<file path="config.mk">
export PLATFORM = sky130hd
export DESIGN_NAME = rb_regbus
export DESIGN_NICKNAME = d
export VERILOG_FILES = /design/src/rtl/rb_pkg.sv /design/src/rtl/rb_addr_decode.sv /design/src/rtl/rb_write_gate.sv /design/src/rtl/rb_read_merge.sv /design/src/rtl/rb_regbus.sv
export SDC_FILE = /design/constraint.sdc
export NUM_CORES = 1
export LEC_CHECK = 0
export ABC_AREA = 1
export BUFFER_PORTS_ARGS = -buffer_cell sky130_fd_sc_hd__buf_2
export CAP_MARGIN = 5
export CORE_AREA = 2 2 181 183
export CTS_BUF_LIST = sky130_fd_sc_hd__clkbuf_16
export DETAILED_ROUTE_END_ITERATION = 6
export DIE_AREA = 0 0 183 185
export PLACE_DENSITY = 0.46
export SYNTH_ARGS = -nofsm -noshare
export SYNTH_HDL_FRONTEND = slang
export SYNTH_SLANG_ARGS = --single-unit
</file>
<file path="constraint.sdc">
create_clock -name clk -period 0.9 [get_ports clk]
set_input_delay 0.135 -clock clk [delete_from_list [all_inputs] [get_ports clk]]
set_output_delay 0.135 -clock clk [all_outputs]
set_load 0.1 [all_outputs]
</file>
<file path="src/rtl/rb_pkg.sv">
package rb_pkg;

  // Bits needed to represent the highest decoded word index.
  function automatic int field_width(input int unsigned base, input int unsigned nreg);
    return $clog2(base + nreg + 1);
  endfunction

endpackage

</file>
<file path="src/rtl/rb_addr_decode.sv">
module rb_addr_decode #(
  parameter int          FIELD_W = 16,
  parameter int unsigned BASE    = 32'h8000,
  parameter int          NSLOT   = 11
) (
  input  logic [FIELD_W-1:0] field_i,
  output logic [NSLOT-1:0]   hit_o
);

  // One comparator per word slot, slots at consecutive word indices.
  for (genvar k = 0; k < NSLOT; k++) begin : g_slot
    localparam logic [FIELD_W-1:0] SLOT_ADDR = FIELD_W'(BASE + k);
    assign hit_o[k] = (field_i == SLOT_ADDR);
  end

endmodule

</file>
<file path="src/rtl/rb_write_gate.sv">
module rb_write_gate #(
  parameter int NREG = 10
) (
  input  logic [NREG-1:0] hit_i,
  input  logic            strobe_i,
  input  logic            done_i,
  input  logic            mem_sel_i,
  output logic [NREG-1:0] we_o
);

  logic mem_sel_n;
  assign mem_sel_n = ~mem_sel_i;

  // Four-term qualification per register.
  for (genvar k = 0; k < NREG; k++) begin : g_we
    assign we_o[k] = strobe_i & hit_i[k] & done_i & mem_sel_n;
  end

endmodule

</file>
<file path="src/rtl/rb_read_merge.sv">
module rb_read_merge #(
  parameter int NREG   = 10,
  parameter int REG_W  = 32,
  parameter int DATA_W = 32
) (
  input  logic [NREG-1:0]       sel_q_i,
  input  logic                  start_q_i,
  input  logic                  done_i,
  input  logic [NREG*REG_W-1:0] reg_val_i,
  output logic [DATA_W-1:0]     rdata_o
);

  logic [DATA_W-1:0] gated [NREG+1];

  // Zero-gate and widen each register value.
  for (genvar k = 0; k < NREG; k++) begin : g_gate
    logic [REG_W-1:0] val;
    assign val      = reg_val_i[k*REG_W +: REG_W];
    assign gated[k] = sel_q_i[k] ? DATA_W'(val) : '0;
  end

  // Extra term for the start slot carries the done flag.
  assign gated[NREG] = start_q_i ? DATA_W'(done_i) : '0;

  always_comb begin
    rdata_o = '0;
    for (int k = 0; k <= NREG; k++) begin
      rdata_o = rdata_o | gated[k];
    end
  end

endmodule

</file>
<file path="src/rtl/rb_regbus.sv">
module rb_regbus #(
  parameter int          ADDR_W = 32,
  parameter int          STAT_W = 8,
  parameter int          DATA_W = 32,
  parameter int          REG_W  = 32,
  parameter int          NREG   = 10,
  parameter int          LSB    = 2,
  parameter int unsigned BASE   = 32'h8000
) (
  input  logic                  clk,
  input  logic                  rst_n,
  input  logic [ADDR_W-1:0]     addr_i,
  input  logic [STAT_W-1:0]     stat_i,
  input  logic [DATA_W-1:0]     wdata_i,
  input  logic                  done_i,
  input  logic [NREG*REG_W-1:0] reg_val_i,
  output logic [NREG-1:0]       reg_we_o,
  output logic [REG_W-1:0]      reg_wdata_o,
  output logic                  start_o,
  output logic [DATA_W-1:0]     rdata_o
);

  localparam int FIELD_W = rb_pkg::field_width(BASE, NREG);
  localparam int NSLOT   = NREG + 1;
  localparam int MEM_BIT = ADDR_W - 1;
  localparam int START_K = NREG;

  logic [FIELD_W-1:0] field;
  logic [NSLOT-1:0]   hit;
  logic [NSLOT-1:0]   sel_d;
  logic [NSLOT-1:0]   sel_q;
  logic               unused_bits;

  assign field       = addr_i[LSB +: FIELD_W];
  assign unused_bits = ^{addr_i, stat_i, wdata_i};

  rb_addr_decode #(
    .FIELD_W (FIELD_W),
    .BASE    (BASE),
    .NSLOT   (NSLOT)
  ) dec_i (
    .field_i (field),
    .hit_o   (hit)
  );

  rb_write_gate #(
    .NREG (NREG)
  ) wgate_i (
    .hit_i     (hit[NREG-1:0]),
    .strobe_i  (stat_i[0]),
    .done_i    (done_i),
    .mem_sel_i (addr_i[MEM_BIT]),
    .we_o      (reg_we_o)
  );

  assign reg_wdata_o = wdata_i[REG_W-1:0];

  // Read-side decode is registered: next-state then register.
  always_comb begin
    sel_d = hit;
  end

  always_ff @(posedge clk or negedge rst_n) begin
    if (!rst_n) begin
      sel_q <= '0;
    end else begin
      sel_q <= sel_d;
    end
  end

  assign start_o = sel_q[START_K];

  rb_read_merge #(
    .NREG   (NREG),
    .REG_W  (REG_W),
    .DATA_W (DATA_W)
  ) rmerge_i (
    .sel_q_i   (sel_q[NREG-1:0]),
    .start_q_i (sel_q[START_K]),
    .done_i    (done_i),
    .reg_val_i (reg_val_i),
    .rdata_o   (rdata_o)
  );

endmodule

</file>
Word-level counts from Yosys, hierarchy flattened
Cells that the tools add are included.

operators by class
  bitwise logic cells = 41
  eq/ne operators = 11
  multiplexer cells = 11

operator list
  kind                                   number
  32-bit 2-to-1 mux                      10
  32-bit bitwise OR                      10
  16-bit == test, second input constant  11
  1-bit AND                              30
  1-bit 2-to-1 mux                       1
  1-bit NOT                              1

storage, ports and cells
  word-level logic and storage cells = 64
  output and inout bits = 75
  input port bits = 395
  flip-flop bits (word level) = 11

Longest topological paths before layout
  depth after elaboration = 11
  depth in mapped cells = 7
  gate-level depth less buffers = 6

By module
A second synthesis with hierarchy kept.

second synthesis, totals
  cell total of the unflattened synthesis = 773
  area total of the unflattened synthesis = 3,493.4 um^2

modules (own cells, without submodules)
  module          seq. area each (um^2)  cells each  instances  area an instance (um^2)
  rb_read_merge   0.0                    640         1          2,610.0
  rb_regbus       275.3                  43          1          515.5
  rb_addr_decode  0.0                    67          1          271.5
  rb_write_gate   0.0                    23          1          96.3

Least setup slack after synthesis
Ideal clock, no wire load.

  path kind = input-to-output
  start point = input port addr_i[13]
  end point = output port reg_we_o[5]
  required time = 0.765 ns
  arrival = 1.857 ns
  slack = -1.092 ns
  stages on the path = 6
  path buffers = 1
  cells stage by stage = nor2_1 nand2_1 nor2_2 buf_6 nand2_1 nor2_1

between the ends
  word-level cells in the longest chain between the ends = 4

ends and longest elaborated chain
  what                     RTL line              RTL
  start, declared          rb_regbus.sv:12       input logic [ADDR_W-1:0] addr_i,
  16-bit == test           rb_addr_decode.sv:13  assign hit_o[k] = (field_i == SLOT_ADDR);
  1-bit AND (3 in series)  rb_write_gate.sv:16   assign we_o[k] = strobe_i & hit_i[k] & done_i & mem_sel_n;
  end, declared            rb_regbus.sv:17       output logic [NREG-1:0] reg_we_o,

No other way between the ends.

Worst setup path in the final report
  start point = register sel_q[4]
  end point = output port rdata_o[14]

between the ends
  word-level cells in the longest chain between the ends = 8

ends and longest elaborated chain
  what                             RTL line             RTL
  start, declared                  rb_regbus.sv:31      logic [NSLOT-1:0] sel_q;
  start signal, assigned           rb_regbus.sv:67      sel_q <= sel_d;
  32-bit 2-to-1 mux                rb_read_merge.sv:19  assign gated[k] = sel_q_i[k] ? DATA_W'(val) : '0;
  32-bit bitwise OR (7 in series)  rb_read_merge.sv:28  rdata_o = rdata_o | gated[k];
  end, declared                    rb_regbus.sv:20      output logic [DATA_W-1:0] rdata_o

No other way between the ends.

==> results.json <==
{
  "status": "finished with violations",
  "violations": "negative setup slack",
  "io_pins": 470,
  "period_share_pct": 176,
  "yosys_warnings": 0,
  "finalWirelength_mm": 24.5,
  "critPathKind": "flop to output pin",
  "grt_max_degree": 33,
  "largest_reg_flops": 11,
  "cts_made_buffers": 3,
  "rsz0062_at_grt": "true",
  "synthTopCellsByArea": "nand2_1 53%, nor2_1 12%, nand3_1 10%",
  "ant_nets": 0,
  "drc": 0,
  "grt_pass1_wl_mm": 33.7,
  "vias": 5814,
  "crit_arrival_ps": 1450,
  "fin_ws_ps": -685,
  "slowest_stage": "dfrtp_2",
  "cp_cell_sequence": "buf_12, nand2_2, nand2_1, nor2_4, nand3_4, buf_12",
  "yosysTopAreaCell": "nand2_1",
  "clkTransAtPathRegs_ps": 50,
  "htree_num_levels": 1,
  "holdWs_ps": 270,
  "final_core_util_pct": 24.8,
  "slew_headroom_pct": 79.1,
  "synthDistinctLibCells": 14,
  "grt_use_total_pct": 13.3,
  "cts_sinks": 11,
  "maxCapViolCount": 0,
  "period_needed_ps": 1590,
  "hold_violations": 0,
  "grt_overflow": 0,
  "firstDrtPassIters": 4,
  "die_w_um": 183,
  "area_growth_pct": 156,
  "yosysTopAreaCellShare_pct": 53.3,
  "final_max_slew_viol_count": 0,
  "port_buffers": 383,
  "tightest_slew_ps": 313,
  "grt_pass1_vias": 5817,
  "antenna_found_initial": 1,
  "avgSynthCellArea_um2": 4.46,
  "core_um2": 32000,
  "power_leakage_nw": 4.29,
  "reg_top3": "sel_q (11)",
  "wl_per_cell_um": 16.5,
  "place_congestion": 0.860,
  "drive_gt1_share_pct": 63.8,
  "setup_viol": 45,
  "crit_required_ps": 760,
  "hold_class": "input port to output pin",
  "num-nets-final": 1470,
  "dieArea_um2": 33900,
  "place_area_um2": 6900,
  "ys_seq_area_share_pct": 8.86,
  "synthesis.nets": 1092,
  "critical-path-top-delay-family": "flip-flops",
  "critPathLaunchType": "flop",
  "max_freq_mhz": 631,
  "cpPeakStageDelay_ps": 430,
  "first_iter_violations": 155,
  "viasPerCell": 3.92,
  "cp_common_cell": "buf_12",
  "cts_tree": "built",
  "clockBufferDepth": 2,
  "dp_hpwl_mm": 19.4,
  "die_y_um": 185,
  "endpoint_kind": "output pin",
  "final_area_um2": 7960,
  "initial_core_util_pct": 9.70,
  "critPathBufInv": 2,
  "ys_seq_elements": 11,
  "p_per_area_nw_per_um2": 287,
  "vdd_drop_max_mv": 0.480,
  "fp-row-count": 66,
  "top_register": "sel_q",
  "crit_fanout": 17,
  "syn-cell-area_um2": 3110,
  "syn_inst": 697,
  "ctsRootBufferMaster": "clkbuf_16"
}
## synth_stat cells
cell type    n
a21oi_1      1
buf_2       28
buf_4       32
buf_6        1
clkbuf_1     2
dfrtp_1     11
inv_1       17
nand2_1    441
nand2_2      1
nand3_1     63
nand3b_1     1
nand4_1      1
nor2_1      96
nor2_2       2
## cell usage in the layout, fill, tap and decap left out, drive strengths merged
master and n:
clkbuf 3, inv 18, nand3b 1, dfrtp 11, diode 1, nand2 443
buf 434, a21oi 1, nand3 63, dlygate4sd3 1, nor2 98, nand4 1
## where the power goes
group          internal (mW)  leakage [nW]  switching [mW]  total [mW]
Sequential             0.496         0.135       0.0000187       0.496
Clock                  0.585        0.0423           0.235       0.820
Combinational          0.575          4.12           0.389       0.965
## path summary, 6_finish.rpt
kind	start	to	cells past startpoint	slack (ps)
max	sel_q[4]	rdata_o[14]	6	-690
min	wdata_i[6]	reg_wdata_o[6]	0	270
max in group asynchronous	rst_n	sel_q[10]	2	320
min in group asynchronous	rst_n	sel_q[10]	2	310
## cells by family after synthesis
group                  synth area share [%]
buffers and inverters                  14.9
DFF                                    8.86
AOI/OAI and AO/OA                     0.161
and+or+nand+nor                        76.1
## repair_timing
action                                 CTS  global route
endpoints found under the hold margin   11             0
hold buffers                             1             0
gates resized for setup                124           123
gates cloned                             2             0
pin swaps                               29            29
buffers inserted                         9             5
setup endpoints to repair               43            52
## routing by layer
| metal | wire length, um | global-route usage (%) |
|---|---|---|
| met3 | 1660 | 1.93 |
| met5 | 0 | 0 |
| met4 | 626 | 4.61 |
| met2 | 12600 | 24.4 |
| met1 | 9650 | 15.6 |
## area by class of cell
| class | count | area (um2) |
|---|---|---|
| inverters | 17 | 63.8 |
| clock buffers | 3 | 75.1 |
| clock inverters | 1 | 3.75 |
| flip-flops and latches | 11 | 292 |
| repair buffers | 435 | 3240 |
| multi-input cells | 607 | 3770 |
| well taps | 408 | 510 |
| diodes | 1 | 2.50 |
| fillers | 3611 | 24100 |
## through the flow
stage | TNS [ps] | setup slack [ps] | total power, mW | std cells
after floorplan | -18160 | -722 | 1.22 | 697
after global placement | -19350 | -501 | 1.36 | 1471
after detailed placement | -19590 | -517 | 1.36 | 1471
after CTS | -25930 | -703 | 2.26 | 1487
after global routing | -27440 | -757 | 2.43 | 1483
final | -24600 | -685 | 2.28 | 1483
No activity file was read; power rests on OpenSTA's default activity.
